[config.mk]
export PLATFORM = sky130hd
export DESIGN_NAME = sadc_serial_if
export DESIGN_NICKNAME = d
export VERILOG_FILES = /design/src/rtl/sadc_pkg.sv /design/src/rtl/sadc_sync_edge.sv /design/src/rtl/sadc_conv_ctrl.sv /design/src/rtl/sadc_cfg_pipe.sv /design/src/rtl/sadc_sdo_shift.sv /design/src/rtl/sadc_serial_if.sv
export SDC_FILE = /design/constraint.sdc
export NUM_CORES = 1
export LEC_CHECK = 0
export CAP_MARGIN = 20
export CORE_ASPECT_RATIO = 0.6
export CORE_MARGIN = 2
export CORE_UTILIZATION = 56
export DETAILED_ROUTE_END_ITERATION = 8
export DONT_BUFFER_PORTS = 1
export GPL_TIMING_DRIVEN = 0
export PLACE_DENSITY = 0.73
export SYNTH_ARGS = -nofsm -noshare
export SYNTH_HDL_FRONTEND = slang
export SYNTH_SLANG_ARGS = --single-unit
[constraint.sdc]
create_clock -name clk -period 2.25 [get_ports clk]
set_clock_uncertainty 0.15 [all_clocks]
set_input_delay 0.5625 -clock clk [delete_from_list [all_inputs] [get_ports clk]]
set_output_delay 0.5625 -clock clk [all_outputs]
set_load 0.01 [all_outputs]
[src/rtl/sadc_pkg.sv]
package sadc_pkg;

    localparam int DEF_DATA_W = 16;
    localparam int DEF_CFG_W  = 14;

    typedef enum logic {
        PH_ACQ  = 1'b0,
        PH_CONV = 1'b1
    } phase_e;

    typedef struct packed {
        logic cnv_rise;
        logic cnv_fall;
        logic sck_rise;
        logic sck_fall;
    } pin_evt_t;

    function automatic int cnt_bits(input int n);
        return $clog2(n + 1);
    endfunction

endpackage

[src/rtl/sadc_sync_edge.sv]
module sadc_sync_edge
    import sadc_pkg::*;
#(
    parameter int SYNC_STAGES = 2
) (
    input  logic     clk,
    input  logic     rst,
    input  logic     cnv_in,
    input  logic     sck_in,
    input  logic     din_in,
    output pin_evt_t evt,
    output logic     sck_lvl,
    output logic     din_lvl
);
    localparam int NB = 3;

    logic [NB-1:0] raw;
    logic [NB-1:0] synced;
    logic [1:0]    prev_q;

    assign raw = {cnv_in, sck_in, din_in};

    for (genvar g = 0; g < SYNC_STAGES; g++) begin : g_stage
        logic [NB-1:0] q;
        if (g == 0) begin : g_first
            always_ff @(posedge clk) begin
                if (rst) q <= '0;
                else     q <= raw;
            end
        end else begin : g_next
            always_ff @(posedge clk) begin
                if (rst) q <= '0;
                else     q <= g_stage[g-1].q;
            end
        end
    end

    assign synced = g_stage[SYNC_STAGES-1].q;

    always_ff @(posedge clk) begin
        if (rst) prev_q <= '0;
        else     prev_q <= synced[2:1];
    end

    assign evt.cnv_rise = synced[2]  & ~prev_q[1];
    assign evt.cnv_fall = ~synced[2] &  prev_q[1];
    assign evt.sck_rise = synced[1]  & ~prev_q[0];
    assign evt.sck_fall = ~synced[1] &  prev_q[0];
    assign sck_lvl      = synced[1];
    assign din_lvl      = synced[0];

endmodule

[src/rtl/sadc_conv_ctrl.sv]
module sadc_conv_ctrl
    import sadc_pkg::*;
#(
    parameter int DATA_W      = DEF_DATA_W,
    parameter int CONV_CYCLES = 160
) (
    input  logic              clk,
    input  logic              rst,
    input  logic              cnv_rise,
    input  logic [DATA_W-1:0] result_in,
    output phase_e            phase,
    output logic              conv_start,
    output logic              eoc,
    output logic [DATA_W-1:0] result_q,
    output logic              result_valid
);
    localparam int            TW     = cnt_bits(CONV_CYCLES);
    localparam logic [TW-1:0] T_LAST = TW'(CONV_CYCLES - 1);

    phase_e            phase_q;
    logic [TW-1:0]     timer_q;
    logic [DATA_W-1:0] res_q;
    logic              valid_q;

    assign conv_start = cnv_rise && (phase_q == PH_ACQ);
    assign eoc        = (phase_q == PH_CONV) && (timer_q == T_LAST);

    always_ff @(posedge clk) begin
        if (rst) begin
            phase_q <= PH_ACQ;
            timer_q <= '0;
            res_q   <= '0;
            valid_q <= 1'b0;
        end else if (conv_start) begin
            phase_q <= PH_CONV;
            timer_q <= '0;
            valid_q <= 1'b0;
        end else if (eoc) begin
            phase_q <= PH_ACQ;
            res_q   <= result_in;
            valid_q <= 1'b1;
        end else if (phase_q == PH_CONV) begin
            timer_q <= timer_q + TW'(1);
        end
    end

    assign phase        = phase_q;
    assign result_q     = res_q;
    assign result_valid = valid_q;

    // a fresh result only appears as a conversion finishes
    a_r2_valid_rises_from_conv: assert property (@(posedge clk) disable iff (rst)
        $rose(valid_q) |-> $past(phase_q) == PH_CONV);

    // a conversion keeps running until its timer reaches the last count
    a_r3_conv_runs_to_end: assert property (@(posedge clk) disable iff (rst)
        (phase_q == PH_CONV && timer_q != T_LAST) |=> phase_q == PH_CONV);

    // the timer never passes its last count
    a_r3_timer_in_range: assert property (@(posedge clk) disable iff (rst)
        phase_q == PH_CONV |-> timer_q <= T_LAST);

endmodule

[src/rtl/sadc_cfg_pipe.sv]
module sadc_cfg_pipe
    import sadc_pkg::*;
#(
    parameter int                CFG_W     = DEF_CFG_W,
    parameter logic [CFG_W-1:0]  CFG_RESET = '1
) (
    input  logic             clk,
    input  logic             rst,
    input  logic             conv_start,
    input  logic             read_open,
    input  logic             eoc,
    input  logic             sck_rise,
    input  logic             sck_lvl,
    input  logic             din_lvl,
    output logic [CFG_W-1:0] active_cfg
);
    localparam int            CW     = cnt_bits(CFG_W);
    localparam logic [CW-1:0] C_LAST = CW'(CFG_W - 1);

    logic              armed_q;
    logic [CW-1:0]     cnt_q;
    logic [CFG_W-1:0]  sh_q;
    logic [CFG_W-1:0]  pend_q;
    logic              pend_v_q;
    logic [CFG_W-1:0]  active_q;

    logic [CFG_W-1:0]  sh_next;
    logic              bit_take;
    logic              word_done;

    assign sh_next   = {sh_q[CFG_W-2:0], din_lvl};
    assign bit_take  = armed_q && sck_rise;
    assign word_done = bit_take && (cnt_q == C_LAST);

    always_ff @(posedge clk) begin
        if (rst) begin
            armed_q  <= 1'b0;
            cnt_q    <= '0;
            sh_q     <= '0;
            pend_q   <= '0;
            pend_v_q <= 1'b0;
            active_q <= CFG_RESET;
        end else begin
            if (bit_take) begin
                sh_q  <= sh_next;
                cnt_q <= cnt_q + CW'(1);
            end
            if (word_done) begin
                armed_q  <= 1'b0;
                pend_q   <= sh_next;
                pend_v_q <= 1'b1;
            end
            if (eoc) begin
                armed_q  <= 1'b0;
                pend_v_q <= 1'b0;
                if (word_done)     active_q <= sh_next;
                else if (pend_v_q) active_q <= pend_q;
            end
            if (conv_start || read_open) begin
                armed_q <= sck_lvl;
                cnt_q   <= '0;
            end
        end
    end

    assign active_cfg = active_q;

    // the active word only moves on the edge that ends a conversion
    a_r7_active_moves_only_at_eoc: assert property (@(posedge clk) disable iff (rst)
        !$stable(active_q) |-> $past(eoc));

    // the bit counter never reaches the word length while armed
    a_r9_count_in_range: assert property (@(posedge clk) disable iff (rst)
        armed_q |-> cnt_q <= C_LAST);

    // a pending word is consumed by the end of conversion
    a_r8_pending_consumed: assert property (@(posedge clk) disable iff (rst)
        eoc |=> !pend_v_q);

endmodule

[src/rtl/sadc_sdo_shift.sv]
module sadc_sdo_shift
    import sadc_pkg::*;
#(
    parameter int DATA_W = DEF_DATA_W
) (
    input  logic              clk,
    input  logic              rst,
    input  phase_e            phase,
    input  logic              result_valid,
    input  logic [DATA_W-1:0] result_q,
    input  logic              cnv_rise,
    input  logic              cnv_fall,
    input  logic              sck_fall,
    output logic              read_open,
    output logic              sdo,
    output logic              sdo_oe
);
    localparam int            BW     = cnt_bits(DATA_W);
    localparam logic [BW-1:0] B_LAST = BW'(DATA_W - 1);

    logic [DATA_W-1:0] sh_q;
    logic [BW-1:0]     cnt_q;
    logic              oe_q;

    assign read_open = cnv_fall && (phase == PH_ACQ) && result_valid;

    always_ff @(posedge clk) begin
        if (rst) begin
            sh_q  <= '0;
            cnt_q <= '0;
            oe_q  <= 1'b0;
        end else if (cnv_rise) begin
            oe_q <= 1'b0;
        end else if (read_open) begin
            oe_q  <= 1'b1;
            sh_q  <= result_q;
            cnt_q <= '0;
        end else if (oe_q && sck_fall) begin
            if (cnt_q == B_LAST) begin
                oe_q <= 1'b0;
            end else begin
                sh_q  <= {sh_q[DATA_W-2:0], 1'b0};
                cnt_q <= cnt_q + BW'(1);
            end
        end
    end

    assign sdo    = oe_q ? sh_q[DATA_W-1] : 1'b0;
    assign sdo_oe = oe_q;

    // a CNV rise always releases the output on the next edge
    a_r4_cnv_rise_quiets_sdo: assert property (@(posedge clk) disable iff (rst)
        cnv_rise |=> !oe_q);

    // the output only turns on in response to a CNV fall
    a_r5_oe_opens_on_cnv_fall: assert property (@(posedge clk) disable iff (rst)
        $rose(oe_q) |-> $past(cnv_fall));

    // the last falling edge of the frame releases the output
    a_r6_last_fall_quiets_sdo: assert property (@(posedge clk) disable iff (rst)
        (oe_q && sck_fall && cnt_q == B_LAST && !cnv_rise) |=> !oe_q);

endmodule

[src/rtl/sadc_serial_if.sv]
module sadc_serial_if
    import sadc_pkg::*;
#(
    parameter int               DATA_W      = DEF_DATA_W,
    parameter int               CFG_W       = DEF_CFG_W,
    parameter int               CONV_CYCLES = 160,
    parameter int               SYNC_STAGES = 2,
    parameter logic [CFG_W-1:0] CFG_RESET   = '1
) (
    input  logic              clk,
    input  logic              rst,
    input  logic              cnv,
    input  logic              sck,
    input  logic              din,
    input  logic [DATA_W-1:0] result_in,
    output logic              sdo,
    output logic              sdo_oe,
    output logic [CFG_W-1:0]  active_cfg,
    output logic              result_valid
);
    pin_evt_t          evt;
    logic              sck_lvl;
    logic              din_lvl;
    phase_e            phase;
    logic              conv_start;
    logic              eoc;
    logic [DATA_W-1:0] result_q;
    logic              read_open;

    sadc_sync_edge #(
        .SYNC_STAGES(SYNC_STAGES)
    ) u_sync (
        .clk    (clk),
        .rst    (rst),
        .cnv_in (cnv),
        .sck_in (sck),
        .din_in (din),
        .evt    (evt),
        .sck_lvl(sck_lvl),
        .din_lvl(din_lvl)
    );

    sadc_conv_ctrl #(
        .DATA_W     (DATA_W),
        .CONV_CYCLES(CONV_CYCLES)
    ) u_conv (
        .clk         (clk),
        .rst         (rst),
        .cnv_rise    (evt.cnv_rise),
        .result_in   (result_in),
        .phase       (phase),
        .conv_start  (conv_start),
        .eoc         (eoc),
        .result_q    (result_q),
        .result_valid(result_valid)
    );

    sadc_cfg_pipe #(
        .CFG_W    (CFG_W),
        .CFG_RESET(CFG_RESET)
    ) u_cfg (
        .clk       (clk),
        .rst       (rst),
        .conv_start(conv_start),
        .read_open (read_open),
        .eoc       (eoc),
        .sck_rise  (evt.sck_rise),
        .sck_lvl   (sck_lvl),
        .din_lvl   (din_lvl),
        .active_cfg(active_cfg)
    );

    sadc_sdo_shift #(
        .DATA_W(DATA_W)
    ) u_sdo (
        .clk         (clk),
        .rst         (rst),
        .phase       (phase),
        .result_valid(result_valid),
        .result_q    (result_q),
        .cnv_rise    (evt.cnv_rise),
        .cnv_fall    (evt.cnv_fall),
        .sck_fall    (evt.sck_fall),
        .read_open   (read_open),
        .sdo         (sdo),
        .sdo_oe      (sdo_oe)
    );

endmodule

# Word level (Yosys, flattened, before mapping)
# Index checks and enable logic that the tools add are counted.
[totals] wordCells=74 in_bits=21 reg_bits=103
[classes] eq_ne=4 n_reduce_logical=22 add_sub_neg=3 n_bitwise=12 n_mux=17
[ops] operator="16-bit two-way mux" count=3
[ops] operator="14-bit two-way mux" count=2
[ops] operator="5-bit two-way mux" count=3
[ops] operator="1-bit two-way mux" count=9
[ops] operator="8-bit by 1-bit adder with 8-bit output, second input constant" count=1
[ops] operator="8-bit == test, second input constant" count=1
[ops] operator="1-bit NOT" count=8
[ops] operator="2-bit AND reduction" count=4
[ops] operator="2-bit nonzero test" count=4
[ops] operator="2-bit OR reduction" count=4
[ops] operator="1-bit logical AND" count=7
[ops] operator="5-bit by 1-bit adder with 5-bit output, second input constant" count=1
[ops] operator="5-bit by 4-bit == test with 1-bit output, second input constant" count=1
[ops] operator="4-bit by 1-bit adder with 4-bit output, second input constant" count=1
[ops] operator="1-bit bitwise AND" count=4
[ops] operator="4-bit == test, second input constant" count=1
[ops] operator="3-bit AND reduction" count=1
[ops] operator="3-bit nonzero test" count=1
[ops] operator="2-bit != test, second input constant" count=1
[ops] operator="1-bit logical OR" count=1

# Logic depth before layout (Yosys ltp)
[depth] ltp_word=7 depth_mapped=8

# Modules after synthesis
# Synthesis repeated with hierarchy kept, for this count alone.
[hier_totals] hier_cells=534 hier_area_um2=4585.6
[by_module_without_submodules] mod="sadc_cfg_pipe" seq_area_each_um2=940.9 instances=1 cells_each=257 area_per_inst_um2=2030.7
[by_module_without_submodules] mod="sadc_conv_ctrl" seq_area_each_um2=520.5 instances=1 cells_each=123 area_per_inst_um2=1164.9
[by_module_without_submodules] mod="sadc_sdo_shift" seq_area_each_um2=440.4 instances=1 cells_each=134 area_per_inst_um2=1154.9
[by_module_without_submodules] mod="sadc_sync_edge" seq_area_each_um2=160.2 instances=1 cells_each=20 area_per_inst_um2=235.2

# Worst setup path after synthesis
# Ideal clock, no wire load.
[synth_timing] path_type="flip-flop to flip-flop" from="register u_sdo.cnt_q[0]" to="register u_sdo.cnt_q[3]" n_path_buf=0 path_stages_with_launch=8 setup_ps=70 t_arrival_ps=1968 period_less_slack_ps=2188 slack_ps=62 cell_sequence="dfxtp_1 ha_1 and3_1 ha_1 nand4bb_1 a21o_1 or4_1 a21oi_1"
[synth_via] elab_chain_cells=4 elab_cells_between_ends=7
[synth_lines] item="start, declared" line="sadc_sdo_shift.sv:22" rtl="logic [BW-1:0] cnt_q;"
[synth_lines] item="start signal, assigned" line="sadc_sdo_shift.sv:43" rtl="cnt_q <= cnt_q + BW'(1);"
[synth_lines] item="5-bit by 1-bit adder with 5-bit output" line="sadc_sdo_shift.sv:43"
[synth_lines] item="5-bit two-way mux" line="sadc_sdo_shift.sv:39" rtl="if (cnt_q == B_LAST) begin"
[synth_lines] item="5-bit two-way mux" line="sadc_sdo_shift.sv:38" rtl="end else if (oe_q && sck_fall) begin"
[synth_lines] item="5-bit two-way mux" line="sadc_sdo_shift.sv:34" rtl="end else if (read_open) begin"
# Several ways; a longest one is shown, not always the timed one. The select of a mux whose other input is x is not followed.
# A chain may end at the register's enable or synchronous reset.

# Worst setup path in the final report
# Ends and elaborated chain as after synthesis.

==> out/qor.yml <==
synthesis:
  async_reset_ff_share_pct: 0
  syn-cell-area_mm2: 0.00391
  ys_types: 41
  synth-main-ff-cell: "dfxtp_1"
  synth.area.top_cells: "dfxtp_1 (53%), nand2_1 (9.0%), a21oi_1 (6.9%)"
  yosysTopAreaCellShare_pct: 52.8
  synth-seq-area-share_pct: 52.8
  synth.avg_cell_area_um2: 8.80
  ys_ff_latch: 103
  yosys.area.top_type: "dfxtp_1"
  yosys_warnings: 0
  synth.most_common_cell: "dfxtp_1"
  synth_edf_count: 0
  synth_nets: 470
  synth_common_cells: "dfxtp_1 (103), nand2_1 (94), a21oi_1 (54)"
  synthCells: 444
setup_path:
  r2r-end: "u_sdo.cnt_q[3]"
  crit_family: "simple AND/OR/NAND/NOR gates"
  reg2reg_from: "u_sdo.cnt_q[0]"
  cpMaxStageDelayCell: "or4_4"
  worstPathRequired_ns: 2.38
  path_common_cell: "ha_2"
  end_kind: "flop"
  reg2reg_slack_ns: 0.02
  crit_path_cell_trace: "ha_2, and3_1, ha_2, nand4bb_4, a21o_1, or4_4, a21oi_2"
  worstSetupPathType: "reg -> reg"
  start_kind: "flop"
  r2r_cells: 7
  critPathBufInv: 0
  crit_path_max_incr_delay_ns: 0.48
  arrival_ns: 2.37
  critPathMaxFanout: 5
global_routing:
  grt_pass1_wl_mm: 13.4
  gr-total-overflow: 0
  grt_pass1_vias: 2694
  antenna_found_initial: 0
  grt_max_degree: 17
  grt_usage_pct: 22.9
detailed_routing:
  drc_errors: 0
  drtAntennaViolNets: 0
  dr_total_vias: 3061
  vias_per_cell: 5.57
  routedWlPerCell_um: 15.5
  wl_mm: 8.52
  drt-initial-drc-count: 266
  dr.pass1.iters: 5
run_status:
  status: "completed"
hold_path:
  min_path_cells: 2
  min_path_type: "in -> reg"
  worstHoldEndpoint: "u_conv.result_q[15]"
  min_from: "result_in[15]"
placement:
  portBuffers: 0
  dp.cells: 531
  routabilityCongestion: 0.831
  place_area_mm2: 0.00402
  dpl.hpwl_mm: 5.88
timing:
  finalSetupTns_ns: 0
  slew_headroom_pct: 64.8
  rsz0062_at_grt: "true"
  fmax_ghz: 0.447
  tightest_slew_ns: 0.528
  setup_violations: 0
  period_share_pct: 99.3
  fin_crit_ns: 2.23
  slew_violations: 0
  final_hold_viol_count: 0
power_and_ir_drop:
  peakVddDrop_mv: 1.34
  leakagePower_nw: 1.43
  finalPower_mw: 3.66
  powerDensity_mw_per_mm2: 826
cts:
  cts-root-buf: "clkbuf_16"
  numClockSinks: 103
  cts_max_path_buffers: 2
  worstSkewPairLatency_ns: 0.35
  cts_tree: "done"
  numCtsBuffers: 9
  clk_pin_slew_worst_paths_ns: 0.07
  htree_levels: 3
  ctsHoldBuffers: 0
die:
  rows: 23
  start_util_pct: 58.3
  die_area_mm2: 0.00768
  num_io_pins: 38
  core_mm2: 0.00671
  die_h_um: 68.7
  die_x_um: 112
final_layout:
  area_growth_pct: 13.5
  fin_cells: 550
  drive_above_1_share_pct: 9.29
  final_area_mm2: 0.00444
  diodes: 0
  nets: 484
job:
  maxCapViolations: 0
==> worst max-delay path by stage <==
stage,from,end,depth (start not counted),slack (ns)
2_1_floorplan,u_sdo.cnt_q[0],u_sdo.cnt_q[3],7,0.06
3_3_place_gp,u_sdo.cnt_q[0],u_sdo.sh_q[15],7,-0.13
3_5_place_dp,u_sdo.cnt_q[0],u_sdo.sh_q[8],8,-0.17
4_1_cts,u_sdo.cnt_q[0],u_sdo.cnt_q[3],7,0.02
5_1_grt,u_sdo.cnt_q[0],u_sdo.cnt_q[3],7,-0.07
6_report,u_sdo.cnt_q[0],u_sdo.cnt_q[3],7,0.02
==> state kept, by name, indices dropped and copies added, names as in the netlist <==
signal,count
u_cfg.active_cfg,14
u_cfg.armed_q,1
u_cfg.cnt_q,4
u_cfg.pend_q,14
u_cfg.pend_v_q,1
u_cfg.sh_q,13
u_conv.phase,1
u_conv.result_q,16
u_conv.result_valid,1
u_conv.timer_q,8
u_sdo.cnt_q,5
u_sdo.sdo_oe,1
u_sdo.sh_q,16
u_sync.g_stage.q,6
u_sync.prev_q,2
==> power by group <==
part,switching (mW),internal (mW)
Sequential,0.00720,1.83
Clock,0.656,1.11
Combinational,0.0420,0.0156
Total,0.705,2.96
==> repair_timing <==
item / in CTS / in global routing
setup endpoints to repair: 18 / 41
buffers inserted: 2 / 1
pin swaps: 2 / 3
resized for setup: 7 / 12
==> per-layer routing <==
layer / up-vias / part of all wire, % / global-route usage [%]
met5: - / 0 / 0
met4: 0 / 1.2 / 7.41
met3: 9 / 6.6 / 7.26
met2: 79 / 42 / 33.7
met1: 1422 / 50 / 32.2
li1: 1551 / - / -
==> metrics by stage <==
| stage | utilization, % | setup slack (ns) | hold WS [ns] |
|---|---|---|---|
| 2_1_floorplan | - | 0.0618 | 0.264 |
| 3_3_place_gp | 59.9 | -0.133 | 0.270 |
| 3_5_place_dp | 59.9 | -0.172 | 0.282 |
| 4_1_cts | 65.8 | 0.0180 | 0.181 |
| 5_1_grt | 66.2 | -0.0721 | 0.187 |
| 6_report | 66.2 | 0.0151 | 0.197 |
==> cell usage in the layout, fill, tap and decap left out, drive strengths merged, types with 3 or more instances in the layout <==
cell	instances
a21oi	54
mux2i	15
xor2	5
ha	5
clkbuf	31
nand3	6
dfxtp	103
or3	3
nor2	48
nand2	94
nand3b	3
nor2b	9
inv	4
nand4bb	3
a211oi	15
a311oi	15
o21ai	8
buf	11
bufinv	3
==> cell type report <==
type                            instances  area [µm²]
Fill cell                             552        2270
Sequential cell                       103        2060
Multi-Input combinational cell        308        1750
Clock buffer                           10         239
Buffer                                 29         134
Tap cell                               87         109
Clock inverter                          6         108
Timing Repair Buffer                    3        22.5
Inverter                                4        15.0
==> kinds of logic (layout without fill, tap and decap cells) <==
group	after synthesis	after routing	share of synthesized area (%)
AND/OR/NAND/NOR	186	186	21.8
flip-flops	103	103	52.8
AO/OA/AOI/OAI	95	95	14.9
buffers and inverters	33	52	3.52
multiplexers	15	15	3.84
XOR/XNOR	7	7	1.57
adder cells (fa/ha/maj)	5	5	1.60
Note: power is estimated with default switching activity, not from simulation.
